[config.mk]
export PLATFORM = sky130hd
export DESIGN_NAME = sts_sec_error
export DESIGN_NICKNAME = d
export VERILOG_FILES = /design/src/rtl/sts_pkg.sv /design/src/rtl/sts_flag.sv /design/src/rtl/sts_cfg_decode.sv /design/src/rtl/sts_event_map.sv /design/src/rtl/sts_sec_error.sv
export SDC_FILE = /design/constraint.sdc
export NUM_CORES = 1
export LEC_CHECK = 0
export CAP_MARGIN = 20
export CORE_ASPECT_RATIO = 0.8
export CORE_UTILIZATION = 34
export DETAILED_ROUTE_END_ITERATION = 6
export PLACE_DENSITY = 0.8
export SETUP_SLACK_MARGIN = 0.4
export SYNTH_ARGS = -nofsm -noshare
export SYNTH_HDL_FRONTEND = slang
export SYNTH_HIERARCHICAL = 1
export SYNTH_SLANG_ARGS = --single-unit
[constraint.sdc]
create_clock -name clk -period 0.8 [get_ports clk]
set_input_delay 0.24 -clock clk [delete_from_list [all_inputs] [get_ports clk]]
set_output_delay 0.24 -clock clk [all_outputs]
set_load 0.01 [all_outputs]
[src/rtl/sts_pkg.sv]
package sts_pkg;
    localparam int STS_W   = 16;
    localparam int N_FLAGS = 5;

    localparam int POS_POISON_RX = 15;
    localparam int POS_ERR_MSG   = 14;
    localparam int POS_UR_CPL    = 13;
    localparam int POS_CA_CPL    = 12;
    localparam int POS_DATA_PERR = 8;

    typedef enum logic {
        FLAG_CLEAR   = 1'b0,
        FLAG_LATCHED = 1'b1
    } flag_state_e;

    function automatic int flag_pos(input int idx);
        case (idx)
            0:       return POS_POISON_RX;
            1:       return POS_ERR_MSG;
            2:       return POS_UR_CPL;
            3:       return POS_CA_CPL;
            default: return POS_DATA_PERR;
        endcase
    endfunction
endpackage

[src/rtl/sts_flag.sv]
module sts_flag
    import sts_pkg::*;
(
    input  logic clk,
    input  logic rst_n,
    input  logic set_i,
    input  logic clr_i,
    output logic q_o
);
    flag_state_e state_q, state_d;

    always_ff @(posedge clk or negedge rst_n) begin
        if (!rst_n) state_q <= FLAG_CLEAR;
        else        state_q <= state_d;
    end

    always_comb begin
        state_d = state_q;
        unique case (state_q)
            FLAG_CLEAR:   if (set_i) state_d = FLAG_LATCHED;
            FLAG_LATCHED: if (clr_i && !set_i) state_d = FLAG_CLEAR;
            default:      state_d = FLAG_CLEAR;
        endcase
    end

    always_comb q_o = (state_q == FLAG_LATCHED);
endmodule

[src/rtl/sts_cfg_decode.sv]
module sts_cfg_decode
    import sts_pkg::*;
#(
    parameter int              ADDR_W     = 8,
    parameter logic [ADDR_W-1:0] REG_OFFSET = 8'h1E
) (
    input  logic [ADDR_W-1:0] cfg_addr,
    input  logic              cfg_wr,
    input  logic [1:0]        cfg_be,
    input  logic [STS_W-1:0]  cfg_wdata,
    output logic              hit_o,
    output logic [STS_W-1:0]  clr_mask_o
);
    localparam int BYTE_W = STS_W / 2;

    always_comb begin
        hit_o      = (cfg_addr == REG_OFFSET);
        clr_mask_o = '0;
        if (cfg_wr && hit_o)
            clr_mask_o = cfg_wdata & {{BYTE_W{cfg_be[1]}}, {BYTE_W{cfg_be[0]}}};
    end
endmodule

[src/rtl/sts_event_map.sv]
module sts_event_map
    import sts_pkg::*;
(
    input  logic               ev_poison_rx,
    input  logic               ev_err_msg,
    input  logic               ev_cpl_ur,
    input  logic               ev_cpl_ca,
    input  logic               ev_cpl_poison,
    input  logic               ev_wr_poison,
    input  logic               perr_resp_en,
    output logic [N_FLAGS-1:0] set_o
);
    always_comb begin
        set_o[0] = ev_poison_rx | ev_cpl_poison;
        set_o[1] = ev_err_msg;
        set_o[2] = ev_cpl_ur;
        set_o[3] = ev_cpl_ca;
        set_o[4] = perr_resp_en & (ev_cpl_poison | ev_wr_poison);
    end
endmodule

[src/rtl/sts_sec_error.sv]
module sts_sec_error
    import sts_pkg::*;
#(
    parameter int                ADDR_W     = 8,
    parameter logic [ADDR_W-1:0] REG_OFFSET = 8'h1E
) (
    input  logic              clk,
    input  logic              rst_n,
    input  logic              ev_poison_rx,
    input  logic              ev_err_msg,
    input  logic              ev_cpl_ur,
    input  logic              ev_cpl_ca,
    input  logic              ev_cpl_poison,
    input  logic              ev_wr_poison,
    input  logic              perr_resp_en,
    input  logic [ADDR_W-1:0] cfg_addr,
    input  logic              cfg_wr,
    input  logic [1:0]        cfg_be,
    input  logic [STS_W-1:0]  cfg_wdata,
    input  logic              cfg_rd,
    output logic [STS_W-1:0]  cfg_rdata
);
    logic               hit;
    logic [STS_W-1:0]   clr_mask;
    logic [N_FLAGS-1:0] set_vec;
    logic [N_FLAGS-1:0] flag_q;
    logic [STS_W-1:0]   sts;

    sts_cfg_decode #(.ADDR_W(ADDR_W), .REG_OFFSET(REG_OFFSET)) u_dec (
        .cfg_addr   (cfg_addr),
        .cfg_wr     (cfg_wr),
        .cfg_be     (cfg_be),
        .cfg_wdata  (cfg_wdata),
        .hit_o      (hit),
        .clr_mask_o (clr_mask)
    );

    sts_event_map u_map (
        .ev_poison_rx  (ev_poison_rx),
        .ev_err_msg    (ev_err_msg),
        .ev_cpl_ur     (ev_cpl_ur),
        .ev_cpl_ca     (ev_cpl_ca),
        .ev_cpl_poison (ev_cpl_poison),
        .ev_wr_poison  (ev_wr_poison),
        .perr_resp_en  (perr_resp_en),
        .set_o         (set_vec)
    );

    for (genvar i = 0; i < N_FLAGS; i++) begin : g_flag
        sts_flag u_flag (
            .clk   (clk),
            .rst_n (rst_n),
            .set_i (set_vec[i]),
            .clr_i (clr_mask[flag_pos(i)]),
            .q_o   (flag_q[i])
        );
    end

    always_comb begin
        sts = '0;
        for (int i = 0; i < N_FLAGS; i++) sts[flag_pos(i)] = flag_q[i];
    end

    always_ff @(posedge clk or negedge rst_n) begin
        if (!rst_n)             cfg_rdata <= '0;
        else if (cfg_rd && hit) cfg_rdata <= sts;
        else                    cfg_rdata <= '0;
    end
endmodule

==> key figures, run 1 <==
Setup path
  – Worst path cell trace: buf_6 -> or4b_4 -> buf_6 -> nor2_4 -> and3_4
  – Crit path DAT: 1380 ps
  – Worst Path Max Fanout: 6
  – Critical path class: primary input to flop
  – R2r startpoint: g_flag[1].u_flag/q_o
  – Startpoint types: primary input
  – Crit path max-delay family: simple AND/OR/NAND/NOR gates
  – CP bufs+invs: 2
  – Worst r2r dst: g_flag[1].u_flag/q_o
  – Max incr delay on CP: 600 ps
  – Depth of the worst register-to-register path: 1
  – Flop2flop setup slack: between 100 and 150 ps
  – CP most frequent cell: buf_6
  – Critical Path Sink Type: flop
  – CP max stage cell: or4b_4
  – Worst endpoint required time: 1000 ps

Place
  – Post-placement cell area: 812 sq um
  – Dpl hpwl: around 930 um
  – Pre-CTS setup slack: -996 ps
  – Placer Congestion: roughly 0.69
  – Port Buf Inserts: 29

GRT
  – GRT Util Overall: 14.7%
  – Vias in the first global route: between 400 and 500
  – Grt total ovfl: 0
  – Initial antenna violation count: 0
  – Global-route wire length before repair: around 1.9 mm
  – Largest net degree at the start of global routing: 11

Power and ir drop
  – Max VDD drop: approximately 0.65 mV
  – Flop pwr share: 44.5%
  – Switch Pwr: approximately 0.24 mW
  – Clock Power Share: 38.8%
  – Static Leak: 0.393 nW
  – Int Pwr: 0.895 mW
  – PD cells: about 1300 nW/um^2
  – Logic pwr share: 16.7%
  – Sw Ratio: 21.3%

STA
  – Final Hold Violating Endpoints: 0
  – Slew Viols, Final: 0
  – Tmin final: approximately 1200 ps
  – Setup Skew: 5.73 ps
  – RSZ-0062 raised after global routing: true
  – Worst setup margin: -385 ps
  – Final-report setup violation count: 15
  – F_max: roughly 840 MHz
  – Period utilization: 148%

Clock network
  – H-Tree Depth: 1
  – Clk sink count: 10
  – Post-CTS Hold Buffers: 0
  – Max clock buf depth: 2
  – CTS buffer count: 3
  – Root buf cell: clkbuf_4
  – Clock transition at path regs: 70 ps
  – Clk Latency, worst-skew pair: 260 ps
  – CTS tree: built

Logic synthesis
  – Mean Syn Cell Area: 9.64 sq um
  – Post-synthesis cell count: about 60
  – Cell Area, Synth: between 500 and 600 sq um
  – Yosys warnings: 6

Die
  – Core footprint: 1630 sq um
  – Die H: 39.2 um
  – Starting Density: 36.2%
  – DIE AREA: between 1500 and 2000 sq um
  – Std cell rows: 13
  – Die Wd: between 40 and 50 um
  – Top-level port count: 53

Finish
  – P&R area growth vs syn: 47.9%
  – Filler Cell Count: 153
  – Nets: 125
  – Final Cell Area: 870 sq um
  – Antenna diode instance count: 0
  – Layout cells sized above 1: 27.6%

Hold path
  – Hold Crit Class: primary input to asynchronous set/reset pin

Detailed routing
  – WL final: between 1 and 1.5 mm
  – Vias: 467
  – DRT iter0 DRCs: 4
  – Residual DRC: 0
  – Router iterations before antenna repair: 4
  – ANT nets after route: 0
  – DR vias/cell: 4.28
  – Wirelength per Cell: 10.2 um

Outcome
  – Failing checks: negative setup slack
  – Outcome: finished with violations

Flow run
  – MaxCap Viol Count: 0
## placed cells by master, fill, tap and decap left out
cell type / instances
dfrtp_1: 10
buf_2: 7
clkbuf_4: 3
conb_1: 11
nor2_4: 1
nand3_1: 5
clkbuf_8: 1
and3_4: 1
dlygate4sd2_1: 6
inv_1: 5
nor3_2: 4
buf_6: 4
or4b_4: 1
buf_12: 1
or2_1: 1
and3_1: 4
a21o_1: 5
o21a_1: 1
clkdlybuf4s50_1: 14
nand4b_1: 1
nor3_4: 1
## worst max path at each step
stage	startpoint	to	slack (ps)	cells past startpoint
floorplan	cfg_addr[7]	g_flag[4].u_flag/q_o	-590	6
finish	cfg_addr[7]	cfg_rdata[14]	-390	5
detailed placement	cfg_addr[7]	g_flag[3].u_flag/q_o	-1000	5
CTS	cfg_addr[6]	g_flag[4].u_flag/q_o	-390	5
global placement	cfg_addr[7]	g_flag[0].u_flag/q_o	-960	5
global route	cfg_addr[7]	cfg_rdata[14]	-400	5
## power by group through the flow
stage | Combinational, mW | Clock, mW | Sequential, mW
after floorplan | 0.109 | 0 | 0.516
after global placement | 0.187 | 0 | 0.516
after global routing | 0.207 | 0.483 | 0.506
after detailed placement | 0.192 | 0 | 0.516
after CTS | 0.184 | 0.456 | 0.506
final | 0.190 | 0.441 | 0.506
## routing by layer
metal | track usage (%) | part of all wire [%]
met5 | 0 | 0
met4 | 4.41 | 0
met2 | 29.6 | 53
met3 | 6.67 | 9.4
met1 | 14.0 | 38
## through the flow
stage | util, % | hold WS (ps) | setup TNS (ps) | power (mW) | cells
floorplan | - | -55.6 | -5780 | 0.625 | 71
finish | 53.5 | 291 | -4280 | 1.14 | 109
global placement | 49.9 | 457 | -10430 | 0.703 | 103
CTS | 52.2 | 290 | -4330 | 1.15 | 109
global route | 53.5 | 288 | -4830 | 1.20 | 109
detailed placement | 49.9 | 468 | -10830 | 0.708 | 103
## flip-flops by register name, summed over array words and instances, names as in the netlist
register           cells
g_flag.u_flag/q_o      5
cfg_rdata              5
## layout make-up
| cell class | count | area, sq um | area share [%] |
|---|---|---|---|
| clock buffers | 4 | 36.3 | 4.17 |
| inverters | 5 | 18.8 | 2.16 |
| multi-input cells | 36 | 244 | 28.1 |
| flip-flops and latches | 10 | 250 | 28.8 |
| well taps | 22 | 27.5 | 3.17 |
| repair buffers | 32 | 293 | 33.7 |
## what timing repair did
item                       in CTS  in global routing
setup endpoints to repair      15                 15
resized for setup              47                  4
pin swaps                       9                  8
buffers inserted                2                  0
hold endpoints to repair        0                  0
Note: power is estimated with default switching activity, not from simulation.
==> run 2, diff against run 1 <==
- SLEW_MARGIN: default -> 20
==> results of run 2 <==
No change in the layout: final DEF, timing and power equal those of run 1.
==> run 3, diff against run 2 <==
- GPL_TIMING_DRIVEN: default -> 0
==> key figures, run 3 (same netlist as run 1, synthesis figures left out) <==
Outcome
  – Outcome: finished with violations
  – Failing checks: negative hold slack, negative setup slack

Detailed routing
  – Residual DRC: 0
  – Wirelength per Cell: a little under 10 um
  – ANT nets after route: 0
  – DRT iter0 DRCs: 2
  – WL final: around 1.2 mm
  – Vias: 490
  – DR vias/cell: 3.98
  – Router iterations before antenna repair: 4

Setup path
  – CP Launch Point: cfg_addr[0]
  – CP bufs+invs: 4
  – CP most frequent cell: buf_6
  – Worst r2r dst: cfg_rdata[14]
  – Worst endpoint required time: 960 ps
  – Startpoint types: primary input
  – Max incr delay on CP: 520 ps
  – CP Capture Point: g_flag[4].u_flag/q_o
  – Crit path DAT: 1430 ps
  – R2r startpoint: g_flag[1].u_flag/q_o
  – Flop2flop setup slack: 140 ps
  – Worst path cell trace: buf_6 -> or4b_4 -> buf_6 -> buf_12 -> nor3_4 -> inv_1 -> a21o_1
  – Critical path class: primary input to flop
  – Depth of the worst register-to-register path: 1
  – Crit path depth: 7
  – CP max stage cell: or4b_4
  – Critical Path Sink Type: flop
  – Crit path max-delay family: simple AND/OR/NAND/NOR gates
  – Worst Path Max Fanout: 5

Power and ir drop
  – Int Pwr: about 0.9 mW
  – Flop pwr share: 43.1%
  – Logic pwr share: 18.2%
  – Switch Pwr: 0.259 mW
  – Static Leak: 0.454 nW
  – PD cells: approximately 1300 nW/um^2
  – Sw Ratio: 22.1%
  – Clock Power Share: 38.7%
  – Max VDD drop: ~0.7 mV

STA
  – F_max: about 790 MHz
  – Worst setup margin: -466 ps
  – Final Hold Violating Endpoints: 10
  – Setup Skew: about 0.14 ps
  – Final-report setup violation count: 15
  – Hold Slack: -5.15 ps
  – Period utilization: 158%
  – Tmin final: approximately 1300 ps
  – RSZ-0062 raised after global routing: true
  – Slew Viols, Final: 0

Hold path
  – Hold Crit Class: primary input to asynchronous set/reset pin

Die
  – Std cell rows: 13
  – Starting Density: a little over a third
  – DIE AREA: 1900 sq um
  – Core footprint: 1630 sq um
  – Top-level port count: 53
  – Die H: 39.2 um
  – Die Wd: ~48 um

Flow run
  – MaxCap Viol Count: 0

Finish
  – Most frequent cells in the layout: 16 x buf_4, 11 x conb_1, 10 x dfrtp_1, 10 x clkdlybuf4s50_1, 8 x buf_2
  – Layout cells sized above 1: 36.6%
  – P&R area growth vs syn: 57.2%
  – Commonest non-fill, non-tap cell in the layout: buf_4
  – Final Cell Area: 925 sq um
  – Antenna diode instance count: 0
  – Final core occ: between 50% and 60%
  – Nets: around 140
  – Fin cells: 123

Clock network
  – Clk sink count: 10
  – CTS tree: built
  – Clk Latency, worst-skew pair: 270 ps
  – CTS buffer count: 3
  – Root buf cell: clkbuf_4
  – Max clock buf depth: 2
  – H-Tree Depth: 1
  – Clock transition at path regs: 60 ps

GRT
  – Initial antenna violation count: 0
  – Grt total ovfl: 0
  – Global-route wire length before repair: 1.81 mm
  – Vias in the first global route: between 400 and 500
  – Largest net degree at the start of global routing: 11
  – GRT Util Overall: 14.6%

Place
  – Dpl hpwl: roughly 910 um
  – Cells after DPL: 117
  – Port Buf Inserts: 24
  – Post-placement cell area: 893 sq um
  – Placer Congestion: 0.748
## run 3: cell types whose count changed in the layout (fill, tap and decap cells not counted), moves of 2 or more
cell,previous run,this run
buf_4,0,16
clkdlybuf4s50_1,14,10
clkbuf_1,0,3
dlygate4sd2_1,6,4
buf_6,4,2
## run 3: metrics by stage
step	total power, mW	hold WS [ps]	setup WS (ps)	setup TNS (ps)
finish	1.18	-5.15	-466	-5120
global route	1.23	26.4	-519	-5630
CTS	1.19	-7.75	-519	-5230
detailed placement	0.735	423	-1080	-12540
global placement	0.730	420	-1060	-12320
floorplan	0.625	-55.6	-590	-5780
## run 3: area by class of cell
| class | instances | area (sq um) |
|---|---|---|
| repair buffers | 26 | 211 |
| fillers | 153 | 702 |
| inverters | 5 | 18.8 |
| well taps | 22 | 27.5 |
| plain buffers | 20 | 151 |
| clock buffers | 4 | 36.3 |
| flip-flops and latches | 10 | 250 |
| multi-input cells | 36 | 229 |
## run 3: worst min path at each step
stage	cells past startpoint	slack, ps	endpoint
final	1	-5	cfg_rdata[14]
after floorplan	0	-60	cfg_rdata[12]
after global routing	1	30	cfg_rdata[14]
after detailed placement	2	420	g_flag[1].u_flag/q_o
after CTS	1	-8	cfg_rdata[8]
after global placement	2	420	g_flag[1].u_flag/q_o
## run 3: timing repair
| item | in CTS | in global routing |
|---|---|---|
| hold endpoints to repair | 10 | 0 |
| gates resized for setup | 40 | 4 |
| setup endpoints to repair | 25 | 15 |
| buffers inserted | 1 | 1 |
| pin swaps | 6 | 4 |
| gates cloned | 0 | 0 |
## run 3: power groups by stage
stage,registers (mW),clock network [mW],logic (mW)
after floorplan,0.516,0,0.109
after global placement,0.516,0,0.215
after detailed placement,0.516,0,0.219
after CTS,0.506,0.479,0.206
after global routing,0.506,0.487,0.235
final,0.506,0.455,0.214
## run 3: metal layers
metal	share of wire [%]	vias to the layer above	GRT usage (%)
met4	3.2	0	15.4
met3	7.9	4	5.10
met5	0	-	0
met2	53	23	27.8
met1	36	212	12.2
li1	-	251	-
